--- src/rtl/agu_pkg.sv ---
package agu_pkg;
  typedef enum logic [2:0] {
    AM_REG      = 3'd0,
    AM_IND      = 3'd1,
    AM_POST_DEC = 3'd2,
    AM_POST_INC = 3'd3,
    AM_PRE_DEC  = 3'd4,
    AM_PRE_INC  = 3'd5,
    AM_IDX      = 3'd6,
    AM_LIT      = 3'd7
  } am_e;
endpackage

--- src/rtl/agu_mod_unit.sv ---
module agu_mod_unit #(
  parameter int DW = 16
) (
  input  logic [DW-1:0] base_i,
  input  logic          byte_i,
  input  logic          dec_i,
  output logic [DW-1:0] val_o
);
  logic [DW-1:0] step;

  assign step  = {{(DW-2){1'b0}}, ~byte_i, byte_i};
  assign val_o = dec_i ? base_i - step : base_i + step;
endmodule

--- src/rtl/agu_path.sv ---
module agu_path
  import agu_pkg::*;
#(
  parameter int DW = 16,
  parameter int RW = 4,
  parameter int LW = 10
) (
  input  logic [2:0]    mode_i,
  input  logic [RW-1:0] num_i,
  input  logic [DW-1:0] base_i,
  input  logic [DW-1:0] ofs_i,
  input  logic [LW-1:0] lit_i,
  input  logic          byte_i,
  output logic [DW-1:0] ea_o,
  output logic          reg_o,
  output logic          wb_en_o,
  output logic [RW-1:0] wb_num_o,
  output logic [DW-1:0] wb_val_o
);
  am_e           mode;
  logic          dec;
  logic [DW-1:0] modv;
  logic [DW-1:0] lit_x;

  assign mode  = am_e'(mode_i);
  assign dec   = (mode == AM_POST_DEC) || (mode == AM_PRE_DEC);
  assign lit_x = {{(DW-LW){lit_i[LW-1]}}, lit_i};

  agu_mod_unit #(.DW(DW)) u_mod (
    .base_i (base_i),
    .byte_i (byte_i),
    .dec_i  (dec),
    .val_o  (modv)
  );

  always_comb begin
    ea_o     = '0;
    reg_o    = 1'b0;
    wb_en_o  = 1'b0;
    wb_num_o = '0;
    wb_val_o = '0;
    unique case (mode)
      AM_REG: reg_o = 1'b1;
      AM_IND: ea_o  = base_i;
      AM_POST_DEC, AM_POST_INC: begin
        ea_o     = base_i;
        wb_en_o  = 1'b1;
        wb_num_o = num_i;
        wb_val_o = modv;
      end
      AM_PRE_DEC, AM_PRE_INC: begin
        ea_o     = modv;
        wb_en_o  = 1'b1;
        wb_num_o = num_i;
        wb_val_o = modv;
      end
      AM_IDX: ea_o = base_i + ofs_i;
      AM_LIT: ea_o = base_i + lit_x;
      default: ea_o = '0;
    endcase
  end
endmodule

--- src/rtl/agu_stage.sv ---
module agu_stage #(
  parameter int W = 8
) (
  input  logic         clk_i,
  input  logic         rst_ni,
  input  logic         en_i,
  input  logic [W-1:0] d_i,
  output logic [W-1:0] q_o
);
  always_ff @(posedge clk_i or negedge rst_ni) begin
    if (!rst_ni) q_o <= '0;
    else         q_o <= en_i ? d_i : '0;
  end
endmodule

--- src/rtl/agu_ea_gen.sv ---
module agu_ea_gen #(
  parameter int DW = 16,
  parameter int RW = 4,
  parameter int LW = 10
) (
  input  logic          clk_i,
  input  logic          rst_ni,
  input  logic          req_i,
  input  logic          byte_i,
  input  logic [DW-1:0] ofs_i,
  input  logic [LW-1:0] lit_i,
  input  logic [2:0]    src_mode_i,
  input  logic [RW-1:0] src_num_i,
  input  logic [DW-1:0] src_base_i,
  input  logic [2:0]    dst_mode_i,
  input  logic [RW-1:0] dst_num_i,
  input  logic [DW-1:0] dst_base_i,
  output logic          out_valid_o,
  output logic [DW-1:0] src_ea_o,
  output logic          src_reg_o,
  output logic          src_wb_en_o,
  output logic [RW-1:0] src_wb_num_o,
  output logic [DW-1:0] src_wb_val_o,
  output logic [DW-1:0] dst_ea_o,
  output logic          dst_reg_o,
  output logic          dst_wb_en_o,
  output logic [RW-1:0] dst_wb_num_o,
  output logic [DW-1:0] dst_wb_val_o
);
  localparam int NP = 2;
  localparam int PW = 2 * DW + RW + 2;

  logic [2:0]    mode_a [NP];
  logic [RW-1:0] num_a  [NP];
  logic [DW-1:0] base_a [NP];
  logic [PW-1:0] res_q  [NP];

  assign mode_a[0] = src_mode_i;
  assign mode_a[1] = dst_mode_i;
  assign num_a[0]  = src_num_i;
  assign num_a[1]  = dst_num_i;
  assign base_a[0] = src_base_i;
  assign base_a[1] = dst_base_i;

  for (genvar p = 0; p < NP; p++) begin : g_path
    logic [DW-1:0] ea;
    logic          is_reg;
    logic          wb_en;
    logic [RW-1:0] wb_num;
    logic [DW-1:0] wb_val;

    agu_path #(.DW(DW), .RW(RW), .LW(LW)) u_path (
      .mode_i   (mode_a[p]),
      .num_i    (num_a[p]),
      .base_i   (base_a[p]),
      .ofs_i    (ofs_i),
      .lit_i    (lit_i),
      .byte_i   (byte_i),
      .ea_o     (ea),
      .reg_o    (is_reg),
      .wb_en_o  (wb_en),
      .wb_num_o (wb_num),
      .wb_val_o (wb_val)
    );

    agu_stage #(.W(PW)) u_stage (
      .clk_i  (clk_i),
      .rst_ni (rst_ni),
      .en_i   (req_i),
      .d_i    ({ea, is_reg, wb_en, wb_num, wb_val}),
      .q_o    (res_q[p])
    );
  end

  agu_stage #(.W(1)) u_vld (
    .clk_i  (clk_i),
    .rst_ni (rst_ni),
    .en_i   (1'b1),
    .d_i    (req_i),
    .q_o    (out_valid_o)
  );

  assign {src_ea_o, src_reg_o, src_wb_en_o, src_wb_num_o, src_wb_val_o} = res_q[0];
  assign {dst_ea_o, dst_reg_o, dst_wb_en_o, dst_wb_num_o, dst_wb_val_o} = res_q[1];
endmodule

--- config.mk ---
export PLATFORM = sky130hd
export DESIGN_NAME = agu_ea_gen
export DESIGN_NICKNAME = d
export VERILOG_FILES = /design/src/rtl/agu_pkg.sv /design/src/rtl/agu_mod_unit.sv /design/src/rtl/agu_path.sv /design/src/rtl/agu_stage.sv /design/src/rtl/agu_ea_gen.sv
export SDC_FILE = /design/constraint.sdc
export NUM_CORES = 1
export LEC_CHECK = 0
export CAP_MARGIN = 20
export CORE_MARGIN = 3
export CORE_UTILIZATION = 42
export CTS_CLUSTER_DIAMETER = 50
export DETAILED_ROUTE_END_ITERATION = 6
export PLACE_DENSITY = 0.7
export RECOVER_POWER = 25
export SLEW_MARGIN = 20
export SYNTH_ARGS = -nofsm -noshare
export SYNTH_HDL_FRONTEND = slang
export SYNTH_HIERARCHICAL = 1
export SYNTH_SLANG_ARGS = --single-unit
--- constraint.sdc ---
create_clock -name clk_i -period 0.85 [get_ports clk_i]
set_input_delay 0.17 -clock clk_i [delete_from_list [all_inputs] [get_ports clk_i]]
set_output_delay 0.17 -clock clk_i [all_outputs]
set_load 0.01 [all_outputs]
==> results by group, run 1 <==
Placed design
  – Dpl ws: -2.45 ns
  – Cell area after placement: 10200 um2
  – GP Congestion: 0.925
  – Port Buffer Count: 152
  – Detail Placement HPWL: 17.2 mm

Routing
  – Number of detailed-route iterations in the first pass: 5
  – Drt initial violations: 948
  – Antenna-violating nets left: 0
  – Vias per inst: 5.90
  – Final wirelength: 30.8 mm
  – DRC: 0
  – Via count: 8106
  – Routed len/inst: 22.4 um

Global route
  – First-pass GRT wire length: 41.4 mm
  – Total track usage: 29.3%
  – Total gr overflow: 0
  – Vias in the first global route: 7771
  – Initial antenna violation count: 1
  – Pin count of the biggest net entering global routing: 46

Clock network
  – Clock transition at path regs: 0.06 ns
  – Clock sink count: 77
  – Deepest clock path buffer count: 2
  – CTS Root Cell: clkbuf_16
  – H-tree Lvls: 3
  – CTS Buf Count: 9
  – CTS tree: done

Floorplan
  – Die footprint: 17700 um2
  – Die Width: 133 um
  – # rows: 45
  – Initial Utilization: 43.7%
  – Die Height: 133 um
  – Core area: 15500 um2
  – I/O pins: 153

STA
  – Fin crit period: 2.53 ns
  – Final critical-path share of the clock period: 297%
  – RSZ-0062 raised after global routing: yes
  – Final Hold Fails: 0
  – Max-slew violations: 0
  – Slew margin rel.: 49.2%
  – Setup ws final: -1.68 ns
  – FMAX: 395 MHz
  – Measured slew at the worst slew-check pin: 0.760 ns
  – Final setup fails: 151

Logic synthesis
  – Yosys top cell by area: dfrtp_1
  – Yosys Warn Count: 6
  – Asr flop ratio synth: 100%
  – Top cells by instance count after synthesis: and2_1, dfrtp_1, ha_1, nand2_1, a21oi_1
  – Mapped Cells: 768
  – Yosys cell types: 59
  – Synthesized area: 6770 um2
  – Number of synthesized flops with an enable pin: 0
  – Sequential area share after synthesis: 28.4%
  – Syn_area_per_cell: 8.82 um2
  – Yosys reg bits: 77
  – Synth area leaders: dfrtp_1, ha_1, and2_1
  – Synth Net Count: 916
  – Top FF cell, synth: dfrtp_1
  – Synth top area share: 28.4%
  – Cell with the most instances after synthesis: and2_1

Worst hold path
  – Hold crit path type: in2async

Final layout
  – Area grow syn2layout: 81.0%
  – Filler cell count: 888
  – Final instance area: 12300 um2
  – Share of cells above drive strength 1: 50.4%
  – Antenna diodes: 0
  – Nets: 1306

Setup path
  – Crit path max fanout: 4
  – CP Data Required Time: 1.10 ns
  – Critical Path Sink Type: flop
  – End of the critical path: g_path[1].u_stage/q_o[34]$_DFF_PN0_
  – Beginning of the critical path: byte_i
  – Worst EP arrival: 2.78 ns
  – Worst Path Class, Setup: in2reg
  – Crit path launch type: input pin

Outcome
  – Failing checks: negative setup slack
  – Outcome: complete, but fails checks

Power
  – Leak: 5.95 nW
  – Peak VDD IR: 0.00108 V
  – Pwr per Cell Area: 1470 nW/um2

Job
  – Number of max-cap violations: 0
[per-stage QoR]
stage	total power [mW]	hold slack, ns	instances	TNS, ns	utilization, %
floorplan	7.97	-0.126	768	-86.70	-
global placement	11.1	0.0238	1297	-147.04	65.9
detailed placement	11.2	0.0255	1297	-150.32	65.9
CTS	16.4	0.199	1355	-85.18	74.1
global route	18.7	0.260	1374	-96.45	79.2
finish	18.0	0.240	1374	-91.50	79.2
[metal layers]
layer	vias to the layer above	share of wire, %	global-route usage, %
met1	3946	39	38.1
met5	-	0.039	0
met4	2	4.1	7.97
li1	3509	-	-
met3	123	8.2	4.90
met2	526	49	50.3
[cells in the final DEF, fill, tap and decap left out, types with 22 or more instances in the layout]
cell | netlist | layout
nor2b_1 | 42 | 32
dfrtp_1 | 77 | 77
ha_4 | 0 | 39
nand2_1 | 68 | 57
ha_1 | 68 | 25
inv_1 | 33 | 24
buf_4 | 4 | 197
a21oi_2 | 4 | 22
and2_1 | 81 | 75
buf_6 | 8 | 58
o21ai_1 | 15 | 24
nor2_1 | 33 | 22
buf_2 | 5 | 69
clkdlybuf4s50_1 | 0 | 50
[worst max-delay path: stages]
cell	delay, ns
buf_2	0.18
ha_2	0.25
inv_2	0.05
fa_2	0.39
a21o_1	0.21
a311o_1	0.39
a21oi_2	0.26
o21bai_1	0.13
xor2_1	0.18
a222oi_1	0.34
nand2_1	0.08
and2_1	0.14
[report_power, final]
group	leakage (nW)	internal, mW	switching (mW)
logic	4.76	5.00	4.64
clock network	0.163	2.72	1.55
registers	1.03	3.99	0.104
total	5.95	11.7	6.29
[registers in the layout, summed over array words and instances (netlist names)]
signal,cells
g_path.u_stage/q_o,76
u_vld/q_o,1
[timing repair]
action / in CTS / in global routing
buffers inserted: 45 / 31
hold buffers: 1 / 0
gates cloned: 2 / 0
gates resized for setup: 528 / 141
endpoints found under the setup margin: 153 / 151
pin swaps: 131 / 102
endpoints found under the hold margin: 77 / 0
[final cells by class]
| cell class | count | area [um2] | area share (%) |
|---|---|---|---|
| timing repair buffer | 413 | 3550 | 29.0 |
| multi-input combinational | 623 | 6060 | 49.4 |
| sequential | 77 | 1930 | 15.7 |
| tap | 211 | 264 | 2.15 |
| inverter | 34 | 135 | 1.10 |
| clock buffer | 12 | 256 | 2.09 |
| clock inverter | 4 | 70.1 | 0.572 |
[worst min path at each step]
stage and endpoint:
2_1_floorplan g_path[0].u_stage/q_o[0]$_DFF_PN0_, 3_3_place_gp g_path[0].u_stage/q_o[11]$_DFF_PN0_, 3_5_place_dp g_path[0].u_stage/q_o[11]$_DFF_PN0_, 4_1_cts g_path[0].u_stage/q_o[12]$_DFF_PN0_, 5_1_grt g_path[0].u_stage/q_o[21]$_DFF_PN0_, 6_report g_path[0].u_stage/q_o[11]$_DFF_PN0_
[logic make-up (layout without fill, tap and decap cells)]
logic type	after synthesis	after routing	synth area share, %
AOI/OAI and AO/OA	191	191	20.2
xor gates and xnor gates	53	53	6.85
adders and majority gates	72	72	13.7
buffers and inverters	69	463	5.06
DFF	77	77	28.4
muxes	21	21	3.44
other	1	1	0.0554
and+or+nand+nor	284	285	22.2
(Power assumes the default switching activity.)
==> run 2, diff against run 1 <==
--- a/config.mk
+++ b/config.mk
@@ -7,10 +7,10 @@
 export LEC_CHECK = 0
 export CAP_MARGIN = 20
 export CORE_MARGIN = 3
-export CORE_UTILIZATION = 42
+export CORE_UTILIZATION = 56
 export CTS_CLUSTER_DIAMETER = 50
 export DETAILED_ROUTE_END_ITERATION = 6
-export PLACE_DENSITY = 0.7
+export PLACE_DENSITY = 0.89
 export RECOVER_POWER = 25
 export SLEW_MARGIN = 20
 export SYNTH_ARGS = -nofsm -noshare
==> run 2 against run 1 <==
  * The flow now stops in clock tree synthesis
  * Area after synthesis unchanged
  * Synthesized cell count is the same
==> results by group, run 2 <==
Logic synthesis
  – Compound-gate portion of the synthesized area: 20.2%
  – Yosys top cell by area: dfrtp_1
  – Mapped Cells: 768
  – Yosys cell types: 59
  – Adder and majority gate portion of the synthesized area: 13.7%
  – Largest family of logic cells by synthesized area: simple AND/OR/NAND/NOR gates
  – Cell with the most instances after synthesis: and2_1
  – Mux cell area share after synthesis: 3.44%
  – Syn_area_per_cell: 8.82 um2
  – Synthesized area: 6770 um2
  – Synth top area share: 28.4%
  – Top cells by instance count after synthesis: and2_1, dfrtp_1, ha_1, nand2_1, a21oi_1
  – Yosys Warn Count: 6
  – Sequential area share after synthesis: 28.4%
  – Asr flop ratio synth: 100%
  – Yosys reg bits: 77
  – Top FF cell, synth: dfrtp_1
  – Synth area leaders: dfrtp_1, ha_1, and2_1
  – Xor/xnor share of the synthesized area: 6.85%
  – Synth Net Count: 916
  – Number of synthesized flops with an enable pin: 0
  – Simple-gate portion of the synthesized area: 22.2%

Floorplan
  – Die Width: 116 um
  – I/O pins: 153
  – Die Height: 116 um
  – # rows: 39
  – Initial Utilization: 58.3%

Placed design
  – Cell area after placement: 10100 um2
  – Port Buffer Count: 152
  – Detail Placement HPWL: 19.9 mm
  – GP Congestion: 0.964

Outcome
  – Halt Stage: clock tree synthesis
  – Outcome: stopped before the end
  – Stop err: [ERROR DPL-0038] Utilization greater than 100%, impossible to legalize

Clock network
  – CTS Buf Count: 9
  – Post-CTS Repair Setup Buffers: 49
  – Deepest clock path buffer count: 2
  – H-tree Lvls: 3
  – Hold_buf cts: 1
  – CTS Root Cell: clkbuf_16
  – Clock sink count: 77
  – Post-CTS Resized: 669
-- run 2: cell counts after synthesis --
No cell type changed its count.
-- run 2: cells by family after synthesis --
logic type	after synthesis
adder cells (fa/ha/maj)	72
multiplexers	21
AND/OR/NAND/NOR	284
flip-flops	77
other	1
XOR/XNOR	53
buffers and inverters	69
AO/OA/AOI/OAI	191
-- run 2: through the flow --
step	instances	utilization (%)	TNS, ns	setup WS (ns)
global placement	1232	86.9	-145.14	-2.36
detailed placement	1232	86.9	-154.45	-2.51
floorplan	768	-	-86.70	-1.83
==> run 3, diff against run 2 <==
--- a/config.mk
+++ b/config.mk
@@ -7,10 +7,9 @@
 export LEC_CHECK = 0
 export CAP_MARGIN = 20
 export CORE_MARGIN = 3
-export CORE_UTILIZATION = 56
-export CTS_CLUSTER_DIAMETER = 50
+export CORE_UTILIZATION = 40
 export DETAILED_ROUTE_END_ITERATION = 6
-export PLACE_DENSITY = 0.89
+export PLACE_DENSITY_LB_ADDON = 0.15
 export RECOVER_POWER = 25
 export SLEW_MARGIN = 20
 export SYNTH_ARGS = -nofsm -noshare
==> run 3 against run 2 <==
  * The flow now finishes, with violations (negative setup slack)
==> results by group, run 3 (same netlist as run 1, synthesis figures left out) <==
Outcome
  – Outcome: complete, but fails checks
  – Failing checks: negative setup slack

Routing
  – Vias per inst: 5.47
  – Routed len/inst: 19.3 um
  – Via count: 7455
  – Drt initial violations: 591
  – DRC: 0
  – Number of detailed-route iterations in the first pass: 7
  – Antenna-violating nets left: 0
  – Final wirelength: 26.3 mm

Floorplan
  – Die Width: 136 um
  – Core area: 16200 um2
  – I/O pins: 153
  – Die footprint: 18500 um2
  – # rows: 46
  – Die Height: 136 um
  – Initial Utilization: 41.7%

Worst hold path
  – Hold crit path type: in2reg
  – Hold depth: 3

Clock network
  – H-tree Lvls: 3
  – Deepest clock path buffer count: 2
  – Clock sink count: 77
  – CTS tree: done
  – CTS Root Cell: clkbuf_16
  – Clock transition at path regs: 0.06 ns
  – CTS Buf Count: 9

Setup path
  – Critical Path Sink Type: flop
  – Worst EP arrival: 2.64 ns
  – Crit path launch type: input pin
  – Worst Path Class, Setup: in2reg
  – CP Data Required Time: 1.09 ns
  – Crit path max fanout: 8

Final layout
  – Leading cell type in the layout, fill and taps excluded: buf_4
  – Area grow syn2layout: 79.9%
  – Share of cells above drive strength 1: 50.4%
  – Nets: 1289
  – Commonest cells after routing, fill and taps aside: buf_4, dfrtp_1, and2_1, buf_2, nand2_1
  – Max FFs per register: 76
  – Most flop-heavy register: g_path.u_stage/q_o
  – Antenna diodes: 0
  – Regs by FF count: g_path.u_stage/q_o x76, u_vld/q_o x1
  – Final instance area: 12200 um2

Power
  – Part of the power in combinational logic: 51.2%
  – Clock power frac: 26.2%
  – Internal Pwr Total: 12.1 mW
  – Peak VDD IR: 0.000993 V
  – Sequential share of power: 22.6%
  – Leak: 5.88 nW
  – Pwr per Cell Area: 1480 nW/um2
  – NetSw: 5.96 mW
  – Sw Ratio: 33.0%

Global route
  – Pin count of the biggest net entering global routing: 44
  – First-pass GRT wire length: 37.9 mm
  – Vias in the first global route: 7315
  – Total track usage: 25.9%
  – Total gr overflow: 0
  – Initial antenna violation count: 0

STA
  – Fin crit period: 2.40 ns
  – Measured slew at the worst slew-check pin: 0.772 ns
  – Setup_tns: -85.82 ns
  – Setup ws final: -1.55 ns
  – Final Hold Fails: 0
  – Slew margin rel.: 48.3%
  – Max-slew violations: 0
  – RSZ-0062 raised after global routing: yes
  – Final critical-path share of the clock period: 282%
  – FMAX: 417 MHz
  – Final setup fails: 165

Placed design
  – Cell area after placement: 10200 um2
  – Detail Placement HPWL: 16.4 mm
  – GP Congestion: 0.893
  – Dpl ws: -2.42 ns
  – Port Buffer Count: 152

Job
  – Number of max-cap violations: 0
==> run 3: per-layer routing <==
layer	up-vias	track usage (%)	share of wire (%)
li1	3488	-	-
met4	0	8.23	3.0
met2	263	43.0	49
met5	-	0	0
met1	3637	33.9	43
met3	67	5.11	5.2
==> run 3: area by class of cell <==
class                      instances  area (um2)
clock buffer                      12         236
clock inverter                     4         120
fill                            1097        4050
inverter                          34         133
multi-input combinational        623        6120
sequential                        77        1930
tap                              216         270
timing repair buffer             396        3380
==> run 3: final timing paths <==
kind,startpoint,to,slack (ns)
setup / recovery,src_mode_i[2],g_path[0].u_stage/q_o[33]$_DFF_PN0_,-1.55
hold / removal,src_mode_i[0],g_path[0].u_stage/q_o[21]$_DFF_PN0_,0.16
max in group asynchronous,rst_ni,g_path[0].u_stage/q_o[21]$_DFF_PN0_,-0.01
min in group asynchronous,rst_ni,g_path[0].u_stage/q_o[11]$_DFF_PN0_,0.28
==> run 3: power by group through the flow <==
stage | clock network, mW | registers, mW | logic, mW
finish | 4.74 | 4.08 | 9.25
global route | 4.96 | 4.11 | 9.85
CTS | 4.76 | 4.08 | 8.18
detailed placement | 0 | 4.16 | 7.02
global placement | 0 | 4.15 | 6.95
floorplan | 0 | 4.33 | 3.64
==> run 3: critical path, stage by stage <==
cell	delay, ns
buf_12	0.12
xnor2_4	0.14
nor2_4	0.16
buf_12	0.16
ha_4	0.23
buf_6	0.12
o211ai_4	0.08
a211oi_2	0.09
o211a_1	0.28
or4_1	0.50
o211a_1	0.19
a22oi_2	0.18
o21ai_1	0.08
and2_1	0.14
==> run 3: timing repair <==
action | 4_1_cts | 5_1_grt
hold buffers | 1 | 0
gates cloned | 3 | 1
resized for setup | 561 | 108
buffers inserted | 40 | 18
setup endpoints to repair | 153 | 151
pin swaps | 151 | 94
endpoints found under the hold margin | 77 | 0
==> run 3: through the flow <==
step / hold WS, ns / util, % / power [mW] / instances
after floorplan: -0.126 / - / 7.97 / 768
after global placement: -0.00822 / 62.8 / 11.1 / 1299
after detailed placement: -0.00609 / 62.8 / 11.2 / 1299
after CTS: 0.172 / 71.7 / 17.0 / 1356
after global routing: 0.177 / 75.1 / 18.9 / 1362
final: 0.162 / 75.1 / 18.1 / 1362
==> run 4, diff against run 3 <==
--- a/config.mk
+++ b/config.mk
@@ -7,9 +7,10 @@
 export LEC_CHECK = 0
 export CAP_MARGIN = 20
 export CORE_MARGIN = 3
-export CORE_UTILIZATION = 40
+export CORE_UTILIZATION = 56
+export CTS_BUF_LIST = sky130_fd_sc_hd__clkbuf_4 sky130_fd_sc_hd__clkbuf_8 sky130_fd_sc_hd__clkbuf_16
 export DETAILED_ROUTE_END_ITERATION = 6
-export PLACE_DENSITY_LB_ADDON = 0.15
+export PLACE_DENSITY = 0.88
 export RECOVER_POWER = 25
 export SLEW_MARGIN = 20
 export SYNTH_ARGS = -nofsm -noshare
==> run 4 against run 3 <==
  * The flow now stops in clock tree synthesis
  * Synthesized cell count stayed put
  * Area after synthesis is the same
==> results by group, run 4 <==
Clock network
  – H-tree Lvls: 3
  – Hold_buf cts: 1
  – Deepest clock path buffer count: 2
  – Clock sink count: 77
  – CTS Buf Count: 9
  – CTS Root Cell: clkbuf_16
  – Post-CTS Resized: 674
  – Post-CTS Repair Setup Buffers: 58

Outcome
  – Stop err: [ERROR DPL-0038] Utilization greater than 100%, impossible to legalize
  – Outcome: stopped before the end
  – Halt Stage: clock tree synthesis

Floorplan
  – I/O pins: 153
  – # rows: 39
  – Die Width: 116 um
  – Initial Utilization: 58.3%
  – Die Height: 116 um

Logic synthesis
  – Synth top area share: 28.4%
  – Synthesized area: 6770 um2
  – Adder and majority gate portion of the synthesized area: 13.7%
  – Syn_area_per_cell: 8.82 um2
  – Yosys cell types: 59
  – Top cells by instance count after synthesis: and2_1, dfrtp_1, ha_1, nand2_1, a21oi_1
  – Yosys top cell by area: dfrtp_1
  – Cell with the most instances after synthesis: and2_1
  – Yosys Warn Count: 6
  – Synth Net Count: 916
  – Compound-gate portion of the synthesized area: 20.2%
  – Synth area leaders: dfrtp_1, ha_1, and2_1
  – Mux cell area share after synthesis: 3.44%
  – Asr flop ratio synth: 100%
  – Xor/xnor share of the synthesized area: 6.85%
  – Largest family of logic cells by synthesized area: simple AND/OR/NAND/NOR gates
  – Sequential area share after synthesis: 28.4%
  – Simple-gate portion of the synthesized area: 22.2%
  – Yosys reg bits: 77
  – Mapped Cells: 768
  – Number of synthesized flops with an enable pin: 0
  – Top FF cell, synth: dfrtp_1

Placed design
  – GP Congestion: 0.955
  – Port Buffer Count: 152
  – Detail Placement HPWL: 20.1 mm
  – Dpl ws: -2.58 ns
-- run 4: cell counts after synthesis --
Identical to the previous run, type by type.
-- run 4: cell families after synthesis --
| group | after synthesis |
|---|---|
| buffers and inverters | 69 |
| and+or+nand+nor | 284 |
| muxes | 21 |
| AOI/OAI and AO/OA | 191 |
| other | 1 |
| xor gates and xnor gates | 53 |
| adders and majority gates | 72 |
| DFF | 77 |
-- run 4: stage by stage --
step / instance area (um2) / std cells / hold WS, ns
3_3_place_gp: 10000 / 1221 / 0.0117
2_1_floorplan: 7140 / 768 / -0.126
3_5_place_dp: 10000 / 1221 / 0.0193
